`src/rtl/lnk_pkg.sv`:
```
package lnk_pkg;
  typedef enum logic {
    SEL_BASIC  = 1'b0,
    SEL_DETAIL = 1'b1
  } reg_sel_e;

  // field positions inside the two status words
  localparam int BASIC_LINK_BIT   = 0;
  localparam int DETAIL_LINK_BIT  = 0;
  localparam int DETAIL_LOCKERR_BIT = 1;
endpackage

```
`src/rtl/lnk_qualifier.sv`:
```
module lnk_qualifier #(
  parameter int QUAL_W = 16
) (
  input  logic              clk,
  input  logic              rst,
  input  logic              fault_i,
  input  logic [QUAL_W-1:0] qual_cnt_i,
  output logic              link_o
);
  localparam int CNT_W = QUAL_W + 1;

  logic [CNT_W-1:0] good_cnt;
  logic [CNT_W-1:0] cnt_next;
  logic [CNT_W-1:0] qual_eff;

  always_comb begin
    cnt_next = good_cnt + CNT_W'(1);
    qual_eff = (qual_cnt_i == '0) ? CNT_W'(1) : CNT_W'(qual_cnt_i);
  end

  always_ff @(posedge clk) begin
    if (rst) begin
      good_cnt <= '0;
      link_o   <= 1'b0;
    end else if (fault_i) begin
      good_cnt <= '0;
      link_o   <= 1'b0;
    end else if (!link_o) begin
      good_cnt <= cnt_next;
      if (cnt_next >= qual_eff) link_o <= 1'b1;
    end
  end

  // a sampled fault takes the link down on the next edge
  p_fault_drop_r4: assert property (@(posedge clk) disable iff (rst)
    fault_i |=> !link_o);

  // link can only rise after a fault-free cycle
  p_rise_after_good_r6: assert property (@(posedge clk) disable iff (rst)
    $rose(link_o) |-> $past(!fault_i));
endmodule

```
`src/rtl/lnk_sticky_bit.sv`:
```
module lnk_sticky_bit #(
  parameter bit STICK_HIGH = 1'b1
) (
  input  logic clk,
  input  logic rst,
  input  logic event_i,
  input  logic live_i,
  input  logic clr_i,
  output logic q_o
);
  logic stick_val;

  generate
    if (STICK_HIGH) begin : g_high
      assign stick_val = 1'b1;
    end else begin : g_low
      assign stick_val = 1'b0;
    end
  endgenerate

  always_ff @(posedge clk) begin
    if (rst)          q_o <= 1'b0;
    else if (event_i) q_o <= stick_val;
    else if (clr_i)   q_o <= live_i;
  end

  // an event in the read cycle beats the read reload
  p_event_wins_r7: assert property (@(posedge clk) disable iff (rst)
    event_i |=> (q_o == stick_val));

  // without event or read the bit holds
  p_hold_r5: assert property (@(posedge clk) disable iff (rst)
    (!event_i && !clr_i) |=> $stable(q_o));
endmodule

```
`src/rtl/lnk_read_port.sv`:
```
module lnk_read_port
  import lnk_pkg::*;
#(
  parameter int DATA_W = 16
) (
  input  logic              clk,
  input  logic              rst,
  input  logic              rd_en_i,
  input  reg_sel_e          rd_sel_i,
  input  logic              link_lat_i,
  input  logic              link_live_i,
  input  logic              lockerr_lat_i,
  output logic [DATA_W-1:0] rd_data_o
);
  logic [DATA_W-1:0] word;

  always_comb begin
    word = '0;
    if (rd_sel_i == SEL_BASIC) begin
      word[BASIC_LINK_BIT] = link_lat_i;
    end else begin
      word[DETAIL_LINK_BIT]    = link_live_i;
      word[DETAIL_LOCKERR_BIT] = lockerr_lat_i;
    end
  end

  always_ff @(posedge clk) begin
    if (rst)          rd_data_o <= '0;
    else if (rd_en_i) rd_data_o <= word;
  end

  // data only changes on a read strobe
  p_data_stable_r8: assert property (@(posedge clk) disable iff (rst)
    !rd_en_i |=> $stable(rd_data_o));
endmodule

```
`src/rtl/lnk_monitor.sv`:
```
module lnk_monitor
  import lnk_pkg::*;
#(
  parameter int QUAL_W = 16,
  parameter int DATA_W = 16
) (
  input  logic              clk,
  input  logic              rst,
  input  logic              pll_locked_i,
  input  logic              sig_detect_i,
  input  logic [QUAL_W-1:0] qual_cnt_i,
  input  logic              rd_en_i,
  input  logic              rd_sel_i,
  output logic [DATA_W-1:0] rd_data_o,
  output logic              link_up_o
);
  reg_sel_e sel;
  logic     lock_fault;
  logic     fault;
  logic     rd_basic;
  logic     rd_detail;
  logic     link_lat;
  logic     lockerr_lat;

  assign sel        = reg_sel_e'(rd_sel_i);
  assign lock_fault = !pll_locked_i;
  assign fault      = lock_fault || !sig_detect_i;
  assign rd_basic   = rd_en_i && (sel == SEL_BASIC);
  assign rd_detail  = rd_en_i && (sel == SEL_DETAIL);

  lnk_qualifier #(.QUAL_W(QUAL_W)) u_qual (
    .clk        (clk),
    .rst        (rst),
    .fault_i    (fault),
    .qual_cnt_i (qual_cnt_i),
    .link_o     (link_up_o)
  );

  // link bit of the basic word: sticks at zero
  lnk_sticky_bit #(.STICK_HIGH(1'b0)) u_link_lat (
    .clk     (clk),
    .rst     (rst),
    .event_i (fault),
    .live_i  (link_up_o),
    .clr_i   (rd_basic),
    .q_o     (link_lat)
  );

  // lock error bit of the detailed word: sticks at one
  lnk_sticky_bit #(.STICK_HIGH(1'b1)) u_lockerr_lat (
    .clk     (clk),
    .rst     (rst),
    .event_i (lock_fault),
    .live_i  (lock_fault),
    .clr_i   (rd_detail),
    .q_o     (lockerr_lat)
  );

  lnk_read_port #(.DATA_W(DATA_W)) u_rd (
    .clk           (clk),
    .rst           (rst),
    .rd_en_i       (rd_en_i),
    .rd_sel_i      (sel),
    .link_lat_i    (link_lat),
    .link_live_i   (link_up_o),
    .lockerr_lat_i (lockerr_lat),
    .rd_data_o     (rd_data_o)
  );

  // loss of lock sets the error bit
  p_lockerr_set_r2: assert property (@(posedge clk) disable iff (rst)
    !pll_locked_i |=> lockerr_lat);

  // a detailed read with lock present clears the error bit
  p_lockerr_clear_r3: assert property (@(posedge clk) disable iff (rst)
    (rd_detail && pll_locked_i) |=> !lockerr_lat);

  // a fault clears the basic link bit
  p_link_lat_clear_r4: assert property (@(posedge clk) disable iff (rst)
    fault |=> !link_lat);
endmodule

```
`config.mk`:
```
export PLATFORM = sky130hd
export DESIGN_NAME = lnk_monitor
export DESIGN_NICKNAME = d
export VERILOG_FILES = /design/src/rtl/lnk_pkg.sv /design/src/rtl/lnk_qualifier.sv /design/src/rtl/lnk_sticky_bit.sv /design/src/rtl/lnk_read_port.sv /design/src/rtl/lnk_monitor.sv
export SDC_FILE = /design/constraint.sdc
export NUM_CORES = 1
export LEC_CHECK = 0
export BUFFER_PORTS_ARGS = -buffer_cell sky130_fd_sc_hd__buf_2
export CAP_MARGIN = 10
export CORE_ASPECT_RATIO = 1.1
export CORE_MARGIN = 3
export CORE_UTILIZATION = 49
export CTS_CLUSTER_DIAMETER = 30
export DETAILED_ROUTE_END_ITERATION = 7
export GPL_TIMING_DRIVEN = 0
export PLACE_DENSITY = 0.76
export SKIP_LAST_GASP = 1
export SYNTH_ARGS = -nofsm -noshare
export SYNTH_HDL_FRONTEND = slang
export SYNTH_SLANG_ARGS = --single-unit
```
`constraint.sdc`:
```
create_clock -name clk -period 2.39 [get_ports clk]
set_clock_uncertainty 0.2 [all_clocks]
set_input_delay 0.239 -clock clk [delete_from_list [all_inputs] [get_ports clk]]
set_output_delay 0.239 -clock clk [all_outputs]
set_load 0.1 [all_outputs]
```
; Word level (Yosys, flattened, before mapping)
; Cells that the tools add are included.
; Widths: inputs -> output; s select.
[totals]
reg_bits = 22
out_inout_bits = 17
word_cells = 23
[classes]
addsub = 1
magnitude_cmp = 1
n_eq_ne = 1
n_mux = 7
bitwise_logic = 1
reduce_logical = 7
[ops]
columns = op, count
row1 = $add 17x1->17 const B, 1
row2 = $ge 17x17->1, 1
row3 = $logic_not 16->1, 1
row4 = $mux 16, 1
row5 = $mux 1, 6
row6 = $logic_and 1x1->1, 2
row7 = $logic_not 1->1, 2
row8 = $ne 2x1->1 const B, 1
row9 = $reduce_or 2->1, 1
row10 = $logic_or 1x1->1, 1
row11 = $not 1->1, 1

; Longest topological paths before layout
; Gate-level depths: netlist (run 1).
[depth]
ltp_word = 5
depth_mapped = 12

; Hierarchy
; Synthesis (run 1) repeated with hierarchy kept, for this count alone.
[unflattened]
hier_cells = 216
hier_area_um2 = 1761.7
[by_module_without_submodules]
columns = mod, instances, cells_per_inst, area_per_inst_um2, seq_area_each_um2
row1 = lnk_qualifier, 1, 182, 1467.7, 360.3
row2 = lnk_read_port, 1, 23, 191.4, 40.0
row3 = lnk_sticky_bit at u_link_lat, 1, 3, 40.0, 20.0
row4 = lnk_sticky_bit at u_lockerr_lat, 1, 4, 38.8, 20.0
row5 = lnk_monitor, 1, 4, 23.8, 0.0

; Worst setup path after synthesis (run 1)
; Ideal clock, no wire load.
[synth_timing]
path_kind = register to register
startpoint = register u_qual.good_cnt[0]
endpoint = register u_qual.link_o
t_arrival_ps = 2317
required_time_ps = 2056
setup_slack_ps = -261
path_stages_with_launch = 12
synth_period_minus_slack_ps = 2651
cell_sequence = dfxtp_1 -> ha_1 -> nand3_4 -> or2_4 -> nor2_1 -> xor2_1 -> ha_1 -> a211o_1 -> o211ai_1 -> a21oi_1 -> o41ai_1 -> a31oi_1
[synth_between]
elab_chain_cells = 4
[synth_rtl]
columns = item, line
row1 = from (decl), lnk_qualifier.sv:12  ; logic [CNT_W-1:0] good_cnt;
row2 = from (signal assigned), lnk_qualifier.sv:29  ; good_cnt <= cnt_next;
row3 = $add 17x1->17, lnk_qualifier.sv:17  ; cnt_next = good_cnt + CNT_W'(1);
row4 = via u_qual.cnt_next[10], lnk_qualifier.sv:13  ; logic [CNT_W-1:0] cnt_next;
row5 = $ge 17x17->1, lnk_qualifier.sv:30  ; if (cnt_next >= qual_eff) link_o <= 1'b1;
row6 = $mux 1, lnk_qualifier.sv:30
row7 = $mux 1, lnk_qualifier.sv:28  ; end else if (!link_o) begin
row8 = to (signal assigned), lnk_qualifier.sv:24  ; link_o <= 1'b0;
row9 = to (signal assigned), lnk_qualifier.sv:27  ; link_o <= 1'b0;
row10 = to (signal assigned), lnk_qualifier.sv:30
row11 = to (decl), lnk_qualifier.sv:8  ; output logic link_o
; The timed path passes the listed nets, and every way through them passes these cells.
; A chain may end at the register's enable or synchronous reset.

; Worst setup path in the final report (run 1)
; Ends and elaborated chain as after synthesis.

==> results.py, run 1 <==
metrics = {
    "drt": {
        "routedWlPerCell_um": 11.8,
        "detail_route.iter0.violations": 50,
        "first_pass_iters": 4,
        "finalWirelength_um": 3660,
        "viasPerCell": 4.88,
        "vias": 1509,
        "postRouteAntennaNets": 0,
        "drc": 0,
    },
    "synthesis": {
        "synth_edf_count": 0,
        "ys.flop_type": "dfxtp_1",
        "synth_seq_cells": 22,
        "yosysWarningCount": 0,
        "syn_avg_cell_area_um2": 8.16,
        "synth.top_cells.by_area": "dfxtp_1 (26%), ha_1 (13%), xnor2_1 (9.3%), nor2_1 (6.6%), buf_4 (6.2%)",
        "yosysSeqAreaShare_pct": 25.9,
        "synthCells": 208,
        "synth_top_area_share_pct": 25.9,
        "synthDistinctLibCells": 39,
        "postSynth.asyncResetShare_pct": 0,
        "synth_top_cell_by_area": "dfxtp_1",
        "synth.cell_area_um2": 1700,
    },
    "finish": {
        "fin_util_pct": 68.6,
        "layout_common_cells": "nor2_1 (26), buf_2 (26), buf_4 (24)",
        "diodes": 0,
        "finalNetCount": 303,
        "area_growth_pct": 28.4,
        "fillers": 262,
        "stdcell_area_um2": 2180,
        "final_layout_size_suffix_gt1_share_pct": 29.3,
    },
    "hold_path": {
        "hold_class": "in2reg",
    },
    "die": {
        "io_pins": 39,
        "initial_core_util_pct": 53.4,
        "design.core.area_um2": 3180,
        "dieHeight_um": 67.7,
        "die_w_um": 62.1,
        "die_area_um2": 4210,
        "num_rows": 21,
    },
    "outcome": {
        "violations": "setup timing",
        "status": "finished with violations",
    },
    "grt": {
        "grt_pass1_vias": 1390,
        "grt_max_degree": 14,
        "grt_pass1_wl_um": 6220,
        "overflow": 0,
        "antenna_found_initial": 0,
        "track_usage_pct": 18.3,
    },
    "place": {
        "numPortBuffers": 24,
        "place_congestion": 0.784,
        "placed_area_um2": 1940,
        "hpwlAfterDp_um": 2670,
    },
    "timing": {
        "tns_ps": -332,
        "fin_ws_ps": -332,
        "setup_viol": 1,
        "hold_violations": 0,
        "final.period_utilization_pct": 114,
        "fin_crit_ps": 2720,
        "final_max_slew_viol_count": 0,
        "rsz0062_at_grt": "yes",
        "max_freq_ghz": 0.367,
    },
    "worst_setup_path": {
        "crit_arrival_ps": 2720,
        "worstPathMaxFanout": 7,
        "end_kind": "flip-flop",
        "required_ps": 2390,
        "startpoint_type": "flip-flop",
        "critical_path_class": "reg2reg",
    },
    "power_and_ir_drop": {
        "p_per_area_nw_per_um2": 393,
        "ir_drop_uv": 276,
        "power_leakage_nw": 1.00,
    },
    "clock_tree": {
        "numCtsBuffers": 3,
        "clock_latency_ps": 310,
        "cts-root-buf": "clkbuf_4",
        "cts_tree": "done",
        "htreeDepth": 1,
        "clk_pin_slew_ps": 130,
        "clockBufferDepth": 2,
        "cts_sinks": 22,
    },
    "job": {
        "maxCapViolCount": 0,
    },
}
[worst paths after layout]
kind / from / end / slack, ps / cells after the start
setup reg to reg: u_qual.good_cnt[0] / u_qual.link_o / -330 / 11
setup / recovery: u_qual.good_cnt[0] / u_qual.link_o / -330 / 11
hold reg to reg: u_rd.rd_data_o[1] / u_rd.rd_data_o[1] / 280 / 2
hold / removal: rd_sel_i / u_rd.rd_data_o[1] / 10 / 3
[report_power, final]
| part | internal (mW) | total (mW) | switching (mW) |
|---|---|---|---|
| logic | 0.0512 | 0.195 | 0.144 |
| clock network | 0.169 | 0.290 | 0.121 |
| registers | 0.368 | 0.371 | 0.00217 |
[routing by layer]
metal | wire (um) | global-route usage, %
met1 | 1710 | 23.2
met2 | 1740 | 32.0
met3 | 139 | 2.16
met4 | 62 | 7.46
met5 | 0 | 0
[stage by stage]
stage	instances	total power, mW	hold WS, ps	setup slack [ps]
2_1_floorplan	221	0.534	108	-120
3_3_place_gp	291	0.564	228	-434
3_5_place_dp	291	0.566	234	-447
4_1_cts	302	0.858	3.52	-282
5_1_grt	309	0.882	32.0	-462
6_report	309	0.856	13.7	-332
[state kept, by name (all words and copies together) (netlist names)]
signal             cells
u_qual.good_cnt       17
u_qual.link_o          1
u_lockerr_lat.q_o      1
u_link_lat.q_o         1
u_rd.rd_data_o         2
[worst max-delay path, cell delays in order, from the launching register on]
cell and delay (ps):
dfxtp_4 390, ha_4 150, nand3_4 120, or2_4 280, nor2_4 100, xor2_2 180
ha_1 270, a211o_1 260, o211ai_1 100, a21oi_2 90, o41ai_2 360, a31oi_1 120
[cell families (layout without fill, tap and decap cells)]
logic type | count (synthesis) | after routing | share of synthesized area (%)
simple gates | 81 | 81 | 25.5
other cells | 1 | 14 | 0.221
buf+inv | 34 | 76 | 10.8
compound gates | 21 | 21 | 8.25
mux | 3 | 3 | 1.77
flops | 22 | 22 | 25.9
xor+xnor | 29 | 29 | 15.0
fa+ha+maj | 17 | 17 | 12.5
[Yosys cell counts, types with 2 or more instances]
cell	instances
nor2_1	30
dfxtp_1	22
xnor2_1	18
ha_1	17
inv_1	16
buf_4	14
nand2_1	12
nor3_1	11
xor2_1	11
a21oi_1	6
nand4_1	6
nand3_1	5
nor4_1	4
o21ai_0	4
buf_2	3
mux2i_1	3
a211oi_1	2
nand2b_1	2
or3_1	2
[repair_timing]
| item | in CTS | in global routing |
|---|---|---|
| gates cloned | 0 | 0 |
| hold buffers | 4 | 0 |
| pin swaps | 1 | 11 |
| hold endpoints to repair | 3 | 0 |
| resized for setup | 9 | 13 |
| endpoints found under the setup margin | 1 | 1 |
| buffers inserted | 3 | 7 |
[cell type report]
class	count	area [um^2]	share of cell area, %
plain buffers	18	130	5.97
clock buffers	3	22.5	1.03
clock inverters	1	30.0	1.38
inverters	16	60.1	2.76
multi-input cells	165	1190	54.6
flip-flops and latches	22	453	20.8
well taps	46	57.6	2.64
repair buffers	38	235	10.8
No activity file was read; power rests on OpenSTA's default activity.
==> run 2, diff against run 1 <==
SKIP_CTS_REPAIR_TIMING = 1   (was not set)
==> run 2 against run 1 <==
Compared with the run above: the run still ends with setup timing left; hold slack got worse by 2.6 ps; register-to-register slack got worse by 40 ps; via count increased by 2.1%; core utilization rose by 0.16 points; sequential share of layout area hardly changed; combinational power is essentially flat; critical path type unchanged; highest routed layer unchanged.
==> results.py, run 2 (same netlist as run 1, synthesis figures left out) <==
metrics = {
    "worst_setup_path": {
        "path_cells": "ha_4 > nand3_4 > or2_4 > nor2_4 > xor2_2 > ha_1 > a211o_1 > o211ai_1 > a21oi_2 > o41ai_2 > a31oi_1",
        "required_ps": 2390,
        "cp_slowest_stage_delay_ps": 390,
        "worstPathMaxFanout": 7,
        "ff2ff_path_depth": 11,
        "crit_slowest_cell": "dfxtp_4",
        "r2r-end": "u_qual.link_o",
        "critical_path_class": "reg2reg",
        "crit_arrival_ps": 2760,
        "end_kind": "flip-flop",
        "cp_top_family": "compound AO/OA/AOI/OAI gates",
        "r2r_slack_ps": -370,
        "cp_num_buf_inv": 0,
        "startpoint_type": "flip-flop",
        "rr_startpoint": "u_qual.good_cnt[0]",
    },
    "finish": {
        "multi_input_area_um2": 1190,
        "final_cells": 310,
        "layout_common_cells": "nor2_1 (27), buf_4 (26), buf_2 (26)",
        "finalNetCount": 304,
        "top_register": "u_qual.good_cnt",
        "top_regs": "u_qual.good_cnt x17, u_rd.rd_data_o x2",
        "area_growth_pct": 28.7,
        "layout_commonest_cell": "nor2_1",
        "final_layout_size_suffix_gt1_share_pct": 28.8,
        "fillers": 259,
        "largest_reg_flops": 17,
        "fin_util_pct": 68.7,
        "seq_area_um2": 453,
        "diodes": 0,
    },
    "die": {
        "dieHeight_um": 67.7,
        "die_area_um2": 4210,
        "design.core.area_um2": 3180,
        "initial_core_util_pct": 53.4,
        "die_w_um": 62.1,
        "num_rows": 21,
        "io_pins": 39,
    },
    "hold_path": {
        "hold_depth": 3,
        "hold_class": "in2reg",
        "worstHoldStart": "rd_sel_i",
        "holdPathEnd": "u_rd.rd_data_o[1]",
    },
    "drt": {
        "postRouteAntennaNets": 0,
        "viasPerCell": 4.97,
        "routedWlPerCell_um": 12.1,
        "vias": 1541,
        "first_pass_iters": 4,
        "detail_route.iter0.violations": 58,
        "drc": 0,
        "finalWirelength_um": 3750,
    },
    "grt": {
        "overflow": 0,
        "grt_pass1_vias": 1344,
        "antenna_found_initial": 0,
        "track_usage_pct": 17.2,
        "grt_max_degree": 14,
        "grt_pass1_wl_um": 5870,
    },
    "clock_tree": {
        "clockBufferDepth": 2,
        "cts-root-buf": "clkbuf_4",
        "clk_pin_slew_ps": 130,
        "clock_latency_ps": 310,
        "numCtsBuffers": 3,
        "htreeDepth": 1,
        "cts_tree": "done",
        "cts_sinks": 22,
    },
    "outcome": {
        "status": "finished with violations",
        "violations": "setup timing",
    },
    "power_and_ir_drop": {
        "p_int_uw": 591,
        "seqPwrFrac_pct": 43.0,
        "swShare_pct": 31.4,
        "power_leakage_nw": 1.01,
        "finalPower_uw": 862,
        "comb_power_share_pct": 23.0,
        "power.switching_uw": 271,
        "power_frac_clock_pct": 34.0,
        "p_per_area_nw_per_um2": 395,
        "ir_drop_uv": 282,
    },
    "timing": {
        "max_freq_ghz": 0.363,
        "fin_ws_ps": -368,
        "final_max_slew_viol_count": 0,
        "fin_crit_ps": 2760,
        "hold_violations": 0,
        "setup_viol": 1,
        "rsz0062_at_grt": "yes",
        "final.period_utilization_pct": 115,
        "holdWs_ps": 11.0,
    },
    "place": {
        "place_inst": 291,
        "hpwlAfterDp_um": 2670,
        "place_congestion": 0.784,
        "pre_cts_slack_ps": -447,
        "numPortBuffers": 24,
    },
    "job": {
        "maxCapViolCount": 0,
    },
}
[run 2: layout make-up]
type	count	area share [%]
multi-input combinational	165	54.6
buffer	18	5.78
tap	46	2.63
clock buffer	3	1.03
clock inverter	1	1.37
sequential	22	20.7
timing repair buffer	39	11.1
inverter	16	2.75
[run 2: stage by stage]
stage / cell area (um^2) / setup TNS [ps]
after floorplan: 1760 / -120
after global placement: 1940 / -434
after detailed placement: 1940 / -447
after CTS: 1990 / -500
after global routing: 2180 / -497
final: 2180 / -368
[run 2: how the worst max path moves through the flow]
stage | start | endpoint | depth (start not counted)
2_1_floorplan | u_qual.good_cnt[0] | u_qual.link_o | 11
3_3_place_gp | u_qual.good_cnt[0] | u_qual.link_o | 11
3_5_place_dp | u_qual.good_cnt[0] | u_qual.link_o | 11
4_1_cts | u_qual.good_cnt[0] | u_qual.link_o | 11
5_1_grt | u_qual.good_cnt[4] | u_qual.link_o | 11
6_report | u_qual.good_cnt[0] | u_qual.link_o | 11
[run 2: power groups by stage]
stage / sequential [mW] / combinational [mW] / clock [mW]
6_report: 0.371 / 0.198 / 0.293
5_1_grt: 0.372 / 0.212 / 0.304
4_1_cts: 0.373 / 0.185 / 0.295
3_5_place_dp: 0.381 / 0.184 / 0
3_3_place_gp: 0.381 / 0.183 / 0
2_1_floorplan: 0.390 / 0.143 / 0
[run 2: tightest hold or removal path: stages]
cell and delay (ps):
buf_2 120, nand3_1 80, a21oi_1 60
[run 2: layer usage]
layer	up-vias	part of all wire (%)	track usage (%)
met4	0	1.1	5.80
met5	-	0	0
met3	4	4.1	2.16
met2	38	49	30.1
met1	698	45	22.0
li1	801	-	-
